File: src/rtl/rxf_pkg.sv
package rxf_pkg;
    typedef enum logic [1:0] {
        TAG_FIRST    = 2'b00,
        TAG_MID      = 2'b01,
        TAG_LAST_OK  = 2'b10,
        TAG_LAST_BAD = 2'b11
    } pkt_tag_e;

    typedef struct packed {
        logic     empty;
        logic     hiwater;
        pkt_tag_e tag;
    } cpu_status_t;

    localparam cpu_status_t STATUS_RESET = '{empty: 1'b1, hiwater: 1'b0, tag: TAG_FIRST};
endpackage

File: src/rtl/rxf_store.sv
module rxf_store #(
    parameter int DEPTH  = 19,
    parameter int DATA_W = 8,
    parameter int TAG_W  = 2,
    localparam int PTR_W = $clog2(DEPTH),
    localparam int CNT_W = $clog2(DEPTH + 1)
) (
    input  logic              clk,
    input  logic              rst,
    input  logic              push,
    input  logic              pop,
    input  logic [DATA_W-1:0] push_data,
    input  logic [TAG_W-1:0]  push_tag,
    output logic [DATA_W-1:0] head_data,
    output logic [TAG_W-1:0]  head_tag,
    output logic [CNT_W-1:0]  count
);
    typedef struct packed {
        logic [PTR_W-1:0] wr_ptr;
        logic [PTR_W-1:0] rd_ptr;
        logic [CNT_W-1:0] cnt;
    } ptr_t;

    ptr_t q, d;
    logic [DATA_W-1:0] data_q [DEPTH];
    logic [TAG_W-1:0]  tag_q  [DEPTH];
    logic [DEPTH-1:0]  slot_we;

    function automatic logic [PTR_W-1:0] advance(input logic [PTR_W-1:0] p);
        return (p == PTR_W'(DEPTH - 1)) ? '0 : p + PTR_W'(1);
    endfunction

    always_comb begin
        d = q;
        if (push) d.wr_ptr = advance(q.wr_ptr);
        if (pop)  d.rd_ptr = advance(q.rd_ptr);
        case ({push, pop})
            2'b10:   d.cnt = q.cnt + CNT_W'(1);
            2'b01:   d.cnt = q.cnt - CNT_W'(1);
            default: d.cnt = q.cnt;
        endcase
    end

    always_ff @(posedge clk) begin
        if (rst) q <= '0;
        else     q <= d;
    end

    for (genvar i = 0; i < DEPTH; i++) begin : g_slot
        assign slot_we[i] = push && (q.wr_ptr == PTR_W'(i));
    end

    always_ff @(posedge clk) begin
        for (int i = 0; i < DEPTH; i++) begin
            if (slot_we[i]) begin
                data_q[i] <= push_data;
                tag_q[i]  <= push_tag;
            end
        end
    end

    assign head_data = data_q[q.rd_ptr];
    assign head_tag  = tag_q[q.rd_ptr];
    assign count     = q.cnt;

    AST_COUNT_BOUND: assert property (@(posedge clk) disable iff (rst)
        q.cnt <= CNT_W'(DEPTH));
    AST_NO_POP_EMPTY: assert property (@(posedge clk) disable iff (rst)
        (q.cnt == '0) |-> !pop);
endmodule

File: src/rtl/rxf_settle.sv
module rxf_settle
    import rxf_pkg::*;
#(
    parameter int SETTLE_BITS = 2,
    localparam int SW = $clog2(SETTLE_BITS + 1)
) (
    input  logic        clk,
    input  logic        rst,
    input  logic        access,
    input  logic        bit_tick,
    input  cpu_status_t live,
    output cpu_status_t shown
);
    typedef struct packed {
        logic [SW-1:0] wait_cnt;
        cpu_status_t   view;
    } settle_t;

    settle_t q, d;

    always_comb begin
        d = q;
        if (access)
            d.wait_cnt = SW'(SETTLE_BITS);
        else if (bit_tick && q.wait_cnt != '0)
            d.wait_cnt = q.wait_cnt - SW'(1);
        if (!access && q.wait_cnt == '0)
            d.view = live;
    end

    always_ff @(posedge clk) begin
        if (rst) begin
            q.wait_cnt <= '0;
            q.view     <= STATUS_RESET;
        end else begin
            q <= d;
        end
    end

    assign shown = q.view;

    AST_FREEZE_ON_READ: assert property (@(posedge clk) disable iff (rst)
        access |=> $stable(shown));
    AST_HOLD_WHILE_WAIT: assert property (@(posedge clk) disable iff (rst)
        (q.wait_cnt != '0) |=> $stable(shown));
endmodule

File: src/rtl/rxf_tagged_fifo.sv
module rxf_tagged_fifo
    import rxf_pkg::*;
#(
    parameter int DEPTH       = 19,
    parameter int THRESH      = 15,
    parameter int DATA_W      = 8,
    parameter int SETTLE_BITS = 2,
    localparam int TAG_W      = 2,
    localparam int CNT_W      = $clog2(DEPTH + 1)
) (
    input  logic              clk,
    input  logic              rst,
    input  logic              bit_tick,
    input  logic              wr_en,
    input  logic [DATA_W-1:0] wr_data,
    input  logic [TAG_W-1:0]  wr_tag,
    output logic              eop,
    output logic              overflow,
    input  logic              ovf_clr,
    input  logic              rd_en,
    output logic [DATA_W-1:0] rd_data,
    output logic [TAG_W-1:0]  rd_tag,
    output logic              empty,
    output logic              hiwater
);
    typedef struct packed {
        logic [DATA_W-1:0] rd_data;
        logic              overflow;
        logic              eop;
    } top_t;

    top_t q, d;

    logic              full;
    logic              push;
    logic              pop;
    logic [DATA_W-1:0] head_data;
    logic [TAG_W-1:0]  head_tag;
    logic [CNT_W-1:0]  count;
    cpu_status_t       live;
    cpu_status_t       shown;

    assign full = (count == CNT_W'(DEPTH));
    assign pop  = rd_en && (count != '0);
    assign push = wr_en && (!full || rd_en);

    rxf_store #(.DEPTH(DEPTH), .DATA_W(DATA_W), .TAG_W(TAG_W)) u_store (
        .clk       (clk),
        .rst       (rst),
        .push      (push),
        .pop       (pop),
        .push_data (wr_data),
        .push_tag  (wr_tag),
        .head_data (head_data),
        .head_tag  (head_tag),
        .count     (count)
    );

    always_comb begin
        live.empty   = (count == '0);
        live.hiwater = (count >= CNT_W'(THRESH));
        live.tag     = pkt_tag_e'(head_tag);
    end

    rxf_settle #(.SETTLE_BITS(SETTLE_BITS)) u_settle (
        .clk      (clk),
        .rst      (rst),
        .access   (rd_en),
        .bit_tick (bit_tick),
        .live     (live),
        .shown    (shown)
    );

    always_comb begin
        d = q;
        if (pop) d.rd_data = head_data;
        d.eop = push && wr_tag[1];
        if (wr_en && !push)  d.overflow = 1'b1;
        else if (ovf_clr)    d.overflow = 1'b0;
    end

    always_ff @(posedge clk) begin
        if (rst) q <= '0;
        else     q <= d;
    end

    assign rd_data  = q.rd_data;
    assign eop      = q.eop;
    assign overflow = q.overflow;
    assign rd_tag   = shown.tag;
    assign empty    = shown.empty;
    assign hiwater  = shown.hiwater;

    AST_DROP_SETS_OVF: assert property (@(posedge clk) disable iff (rst)
        (wr_en && full && !rd_en) |=> overflow);
    AST_DROP_KEEPS_COUNT: assert property (@(posedge clk) disable iff (rst)
        (wr_en && full && !rd_en) |=> $stable(count));
    AST_OVF_STICKY: assert property (@(posedge clk) disable iff (rst)
        (overflow && !ovf_clr) |=> overflow);
    AST_UNDERFLOW_REPEAT: assert property (@(posedge clk) disable iff (rst)
        (rd_en && count == '0) |=> $stable(rd_data));
    AST_EOP_SOURCE: assert property (@(posedge clk) disable iff (rst)
        $rose(eop) |-> ($past(wr_en) && $past(wr_tag[1])));
endmodule

File: config.mk
export PLATFORM = sky130hd
export DESIGN_NAME = rxf_tagged_fifo
export DESIGN_NICKNAME = d
export VERILOG_FILES = /design/src/rtl/rxf_pkg.sv /design/src/rtl/rxf_store.sv /design/src/rtl/rxf_settle.sv /design/src/rtl/rxf_tagged_fifo.sv
export SDC_FILE = /design/constraint.sdc
export NUM_CORES = 1
export LEC_CHECK = 0
export BUFFER_PORTS_ARGS = -buffer_cell sky130_fd_sc_hd__buf_2
export CORE_MARGIN = 3
export CORE_UTILIZATION = 58
export CTS_BUF_LIST = sky130_fd_sc_hd__clkbuf_2 sky130_fd_sc_hd__clkbuf_4 sky130_fd_sc_hd__clkbuf_8
export DETAILED_ROUTE_END_ITERATION = 6
export PLACE_DENSITY = 0.78
export REMOVE_ABC_BUFFERS = 1
export SYNTH_ARGS = -nofsm -noshare
export SYNTH_HDL_FRONTEND = slang
export SYNTH_SLANG_ARGS = --single-unit
File: constraint.sdc
create_clock -name clk -period 2.7 [get_ports clk]
set_input_delay 0.135 -clock clk [delete_from_list [all_inputs] [get_ports clk]]
set_output_delay 0.135 -clock clk [all_outputs]
set_load 0.03 [all_outputs]
### After elaboration in Yosys (flattened, before gate mapping)

Memories as Yosys holds them, arrays and structs flattened. A register that Yosys moved wholly into a read port is not among the register bits.
Index checks and enable logic that the tools add are counted.

* register bits after elaboration: 21
* RAM bits: 190
* input bits: 16
* output and inout bits: 14
* word-level logic and storage cells: 266
* memories: 2

* $add $sub $neg: 5
* magnitude comparators: 1
* equality and inequality tests: 22
* muxes and demuxes: 153
* reduce and logical (&&, ||, !) cells: 74

Memories
* u_store.data_q: depth 19, bits a word 8, read ports 1, clocked after Yosys merged registers in 1, write ports 1, RTL line rxf_store.sv:25 `logic [DATA_W-1:0] data_q [DEPTH];`
* u_store.tag_q: depth 19, bits a word 2, read ports 1, clocked after Yosys merged registers in 1, write ports 1, RTL line rxf_store.sv:26 `logic [TAG_W-1:0] tag_q [DEPTH];`

Operators with widths (number)
* 5-bit two-way mux: 38
* 8-bit two-way mux: 18
* 8-bit OR reduction: 18
* 1-bit two-way mux: 76
* 5-bit by 4-bit == test with 1-bit output, second input constant: 8
* 2-bit two-way mux: 20
* 2-bit OR reduction: 19
* 5-bit == test, second input constant: 5
* 1-bit logical AND: 25
* 5-bit by 3-bit == test with 1-bit output, second input constant: 4
* 5-bit by 1-bit adder with 5-bit output, second input constant: 3
* 5-bit by 2-bit == test with 1-bit output, second input constant: 2
* 5-bit zero test: 2
* 5-bit one-hot mux with 2 select lines: 1
* 2-bit nonzero test: 4
* 5-bit by 1-bit == test with 1-bit output, second input constant: 1
* 5-bit by 4-bit >= comparator with 1-bit output, second input constant: 1
* 5-bit nonzero test: 1
* 5-bit by 1-bit subtractor with 5-bit output, second input constant: 1
* 1-bit zero test: 3
* 2-bit by 1-bit == test with 1-bit output, second input constant: 1
* 2-bit == test, second input constant: 1
* 2-bit zero test: 1
* 2-bit by 1-bit subtractor with 2-bit output, second input constant: 1
* 1-bit logical OR: 1

### Depth between registers and ports, before layout

* word-level depth: 26
* mapped depth: 12

### Hierarchy

From an unflattened synthesis, not the netlist that was laid out.

* cells, all modules: 569
* area total of the unflattened synthesis: 9447.8 um^2

Modules (own cells, without submodules)
* rxf_store: times used 1, cells an instance 462, area an instance 8481.9 um^2
* rxf_tagged_fifo: times used 1, cells an instance 78, area an instance 678.2 um^2
* rxf_settle: times used 1, cells an instance 29, area an instance 287.8 um^2

### Worst setup path before layout

OpenSTA, ideal clock, no wires.

* path kind: reg2reg
* start: register u_store.q (netlist bit u_store.count[0])
* end: register u_store.q (netlist bit u_store.count[4])
* arrival time: 2.898 ns
* required time: 2.629 ns
* slack: -0.269 ns
* cell stages (with the launch flop): 12
* buffers on the path: 1
* clock period less this slack: 2.969 ns
* cells stage by stage: dfxtp_1 -> or3_2 -> o21ai_1 -> inv_1 -> buf_2 -> ha_1 -> ha_1 -> nor2b_1 -> o21ai_0 -> a21oi_1 -> or4_2 -> a21oi_1

* elaborated cells on any way between the ends: 12
* those cells by class: add/sub (2); eq/ne (3); mux (1); reduce/logical (6)

RTL lines
* from (decl): RTL line rxf_store.sv:24 `ptr_t q, d;`
* from (signal assigned): RTL line rxf_store.sv:45 `if (rst) q <= '0;`
* from (signal assigned): RTL line rxf_store.sv:46 `else q <= d;`
* 5-bit nonzero test (*): RTL line rxf_tagged_fifo.sv:44 `assign pop = rd_en && (count != '0);`
* 1-bit logical AND (*): RTL line rxf_tagged_fifo.sv:44
* via pop: RTL line rxf_tagged_fifo.sv:36 `logic pop;`
* 2-bit by 1-bit == test with 1-bit output or 2-bit == test (tied branches): RTL line rxf_store.sv:37 `case ({push, pop})`
* 5-bit one-hot mux with 2 select lines or 2-bit nonzero test (tied branches)

The timed path passes the listed nets; every way through them passes the cells marked *.
A chain may end at the register's enable or synchronous reset.

### Final worst setup path

* start: register u_store.q (netlist bit u_store.count[4])
* end: register u_store.q (netlist bit u_store.count[4])

* cells in the longest elaborated chain, start to end: 6
* elaborated cells on any way between the ends: 12
* those cells by class: add/sub (2); eq/ne (3); mux (1); reduce/logical (6)

RTL lines
* 5-bit == test: RTL line rxf_tagged_fifo.sv:43 `assign full = (count == CNT_W'(DEPTH));`
* 1-bit zero test: RTL line rxf_tagged_fifo.sv:45 `assign push = wr_en && (!full || rd_en);`
* 1-bit logical OR: RTL line rxf_tagged_fifo.sv:45
* 1-bit logical AND: RTL line rxf_tagged_fifo.sv:45
* 2-bit by 1-bit == test with 1-bit output or 2-bit == test (tied branches): RTL line rxf_store.sv:37
* 5-bit one-hot mux with 2 select lines or 2-bit nonzero test (tied branches)

Several ways; a longest one is shown, not always the timed one.

==> impl_metrics.env <==
export IMPL_outcome="completed"
export IMPL_globalplace_congestion=0.833
export IMPL_area_delta_synth_final_pct=14.5
export IMPL_number_of_distinct_library_cell_variants_in_the_gate_level_netlist_after_synthesis=49
export IMPL_yosys_register_bits=221
export IMPL_max_cap_violations=0
export IMPL_drc=0
export IMPL_routed_wire_length_microns=18200
export IMPL_maxSlewHeadroom_pct=43.0
export IMPL_grt_pass1_vias=5007
export IMPL_cell_with_the_largest_stage_delay_on_the_worst_path="or4_4"
export IMPL_die_height_microns=130
export IMPL_antenna_cells_inserted=0
export IMPL_post_route_standard_cell_area_excluding_fillers_sq_um=10200
export IMPL_final_setup_skew_ns=0.0189
export IMPL_final_hold_violation_count=0
export IMPL_cp_depth=11
export IMPL_synth_flop_cell="edfxtp_1"
export IMPL_h_tree_depth=2
export IMPL_final_critical_path_setup_slack_ns=0.0604
export IMPL_globalRouteOverflowTotal=0
export IMPL_async_reset_ff_share_pct=0
export IMPL_fin_total_pwr_uw=8710
export IMPL_placed_cell_area_sq_um=9420
export IMPL_synth_yosys_warnings=0
export IMPL_worst_path_dominant_cell_family="simple AND/OR/NAND/NOR gates"
export IMPL_layout_area_seq_sq_um=6330
export IMPL_port_buffers=29
export IMPL_setup_total_negative_slack_ns=0
export IMPL_most_common_layout_cells="edfxtp_1 (190), clkbuf_8 (40), mux2i_1 (35)"
export IMPL_num_io_pins=30
export IMPL_final_fill_count=926
export IMPL_setup_worst_path_end="u_store.count[4]$_SDFFE_PP0P_"
export IMPL_mostFrequentLayoutCell="edfxtp_1"
export IMPL_number_of_clock_sinks_seen_by_cts=221
export IMPL_critPathLaunchType="register"
export IMPL_power_density_nw_per_um2=850
export IMPL_global_route_wire_length_before_repair_microns=28000
export IMPL_detail_route_vias_per_cell=6.14
export IMPL_min_period_over_period_pct=97.8
export IMPL_path_clk_slew_ns=0.05
export IMPL_detailedPlace_worstSlack_ns=-0.144
export IMPL_worst_ir_drop_vdd_uv=554
export IMPL_inst_count_dp=761
export IMPL_post_layout_nonfiller_instances=828
export IMPL_final_min_clock_period_ns=2.64
export IMPL_grt_setup_unrepaired="false"
export IMPL_drt_pre_antenna_iters=5
export IMPL_holdCritPathClass="in -> reg"
export IMPL_core_sq_um=14800
export IMPL_crit_required_ns=3.11
export IMPL_setup_worst_path_start="u_store.count[4]$_SDFFE_PP0P_"
export IMPL_capturing_point_of_the_worst_reg2reg_path="u_store.count[4]$_SDFFE_PP0P_"
export IMPL_cts_max_path_buffers=3
export IMPL_fp_dieArea_sq_um=17000
export IMPL_post_synth_edffs=190
export IMPL_setup_viol_count_final=0
export IMPL_slew_viol_final=0
export IMPL_synthCells=549
export IMPL_synth_top_area_share_pct=63.8
export IMPL_synth_cell_area_sq_um=8950
export IMPL_clock_tree_from_tritoncts="yes"
export IMPL_initial_antenna_violation_count=0
export IMPL_ant_nets=0
export IMPL_rrSetupSlack_ns=0.06
export IMPL_ctsRootBufferMaster="clkbuf_8"
export IMPL_die_width_microns=130
export IMPL_worst_skew_pair_late_latency_ns=0.50
export IMPL_critical_path_buf_inv_count=2
export IMPL_synth_top_cell_by_area="edfxtp_1"
export IMPL_floorplan_initialDensity_pct=60.4
export IMPL_crit_path_max_incr_delay_ns=0.42
export IMPL_ys_top_cells_by_area="edfxtp_1 (64%), dfxtp_1 (6.9%), mux4_2 (6.0%), mux2i_1 (3.9%), mux2_2 (1.8%)"
export IMPL_synth_area_per_cell_sq_um=16.3
export IMPL_floorplan_rows=44
export IMPL_route_vias_total=5082
export IMPL_gr_usage_all_layers_pct=22.3
export IMPL_critPathCaptureType="register"
export IMPL_achievable_frequency_mhz=379
export IMPL_layout_drive_gt1_share_pct=28.0
export IMPL_finalNetCount=653
export IMPL_grt_max_degree=41
export IMPL_worst_endpoint_arrival_ns=3.05
export IMPL_critical_path_max_fanout=3
export IMPL_ys_seq_area_share_pct=70.7
export IMPL_crit_chain="or2b_1 > o31a_1 > inv_2 > ha_4 > inv_1 > fa_2 > nor2b_4 > o21ai_2 > and3_4 > or4_4 > a21oi_2"
export IMPL_criticalPathCategory="reg -> reg"
export IMPL_power_leakage_uw=0.00350
export IMPL_dr_first_iter_drc_count=691
export IMPL_numCtsBuffers=35
export IMPL_reg2reg_from="u_store.count[4]$_SDFFE_PP0P_"
export IMPL_drt_wirelength_per_cell_microns=22.0
export IMPL_worst_r2r_cell_count=11
export IMPL_worst_slew_pin_transition_ns=0.854
export IMPL_multi_input_comb_area_sq_um=2450
export IMPL_detailedPlacementHpwl_microns=11600
==> layer usage <==
| layer | global-route usage, % | share of wire (%) | vias up |
|---|---|---|---|
| li1 | - | - | 2275 |
| met1 | 31.5 | 41 | 2528 |
| met2 | 35.0 | 49 | 228 |
| met3 | 4.50 | 7.7 | 51 |
| met4 | 8.01 | 2.5 | 0 |
| met5 | 0 | 0 | - |
==> Yosys cell counts, drive strengths merged (7+ instances only) <==
cell    count
a21oi      22
o211ai      7
and2       15
mux2i      35
a221oi      7
edfxtp    190
inv        13
nor2b       9
clkbuf     11
nand3      16
mux2       14
nor2       28
nand2      25
mux4       24
ha         12
dfxtp      31
and3       10
buf        19
a22oi      15
==> how the worst min path moves through the flow <==
| stage | start | endpoint | slack (ns) | cells past startpoint |
|---|---|---|---|---|
| floorplan | rst | rd_data[2]$_SDFFE_PP0P_ | 0.20 | 1 |
| global placement | wr_en | overflow$_SDFFE_PP0P_ | 0.39 | 3 |
| detailed placement | wr_en | overflow$_SDFFE_PP0P_ | 0.40 | 3 |
| CTS | wr_tag[0] | u_store.tag_q[3][0]$_DFFE_PP_ | 0.03 | 1 |
| global route | wr_data[3] | u_store.data_q[6][3]$_DFFE_PP_ | 0.04 | 1 |
| finish | bit_tick | u_settle.q[4]$_SDFFE_PP0P_ | 0.05 | 4 |
==> power by group <==
group	internal, uW	switching (uW)	leakage [uW]
Sequential	3850	102	0.00197
Clock	1630	1160	0.000372
Combinational	902	1070	0.00116
Total	6380	2330	0.00350
==> timing repair <==
item | in CTS | in global routing
gates cloned | 0 | 0
setup buffers | 7 | 0
resized for setup | 10 | 6
endpoints found under the setup margin | 1 | 2
hold buffers | 3 | 0
pin swaps | 6 | 3
hold endpoints to repair | 2 | 0
==> state kept, by name, indices dropped and copies added (netlist names) <==
name	cells
u_store.data_q	152
u_store.tag_q	38
u_store.q	10
rd_data	8
u_store.count	5
u_settle.shown	4
u_settle.q	2
eop	1
overflow	1
==> tightest hold or removal path, cell delays in order <==
cell,delay [ns]
buf_2,0.08
nand2b_1,0.09
xnor2_1,0.15
nor3_1,0.04
==> metrics by stage <==
stage | utilization [%] | hold slack [ns]
final | 69.2 | 0.0523
after global routing | 69.2 | 0.0371
after CTS | 69.0 | 0.0283
after detailed placement | 63.6 | 0.401
after global placement | 63.6 | 0.395
after floorplan | - | 0.204
==> cells by family (layout without fill, tap and decap cells) <==
logic type	after synthesis	in the layout	synth area share, %
flip-flops	221	221	70.7
AND/OR/NAND/NOR	121	121	6.98
multiplexers	73	73	11.7
AO/OA/AOI/OAI	68	68	5.34
buffers and inverters	43	138	2.36
adder cells (fa/ha/maj)	13	13	1.90
XOR/XNOR	10	10	0.979
==> cell type report <==
type / instances / share of cell area [%]
sequential: 221 / 61.8
multi-input combinational: 285 / 23.9
clock buffer: 54 / 6.40
timing repair buffer: 68 / 4.75
tap: 184 / 2.25
inverter: 13 / 0.476
clock inverter: 3 / 0.379
(Power assumes the default switching activity.)
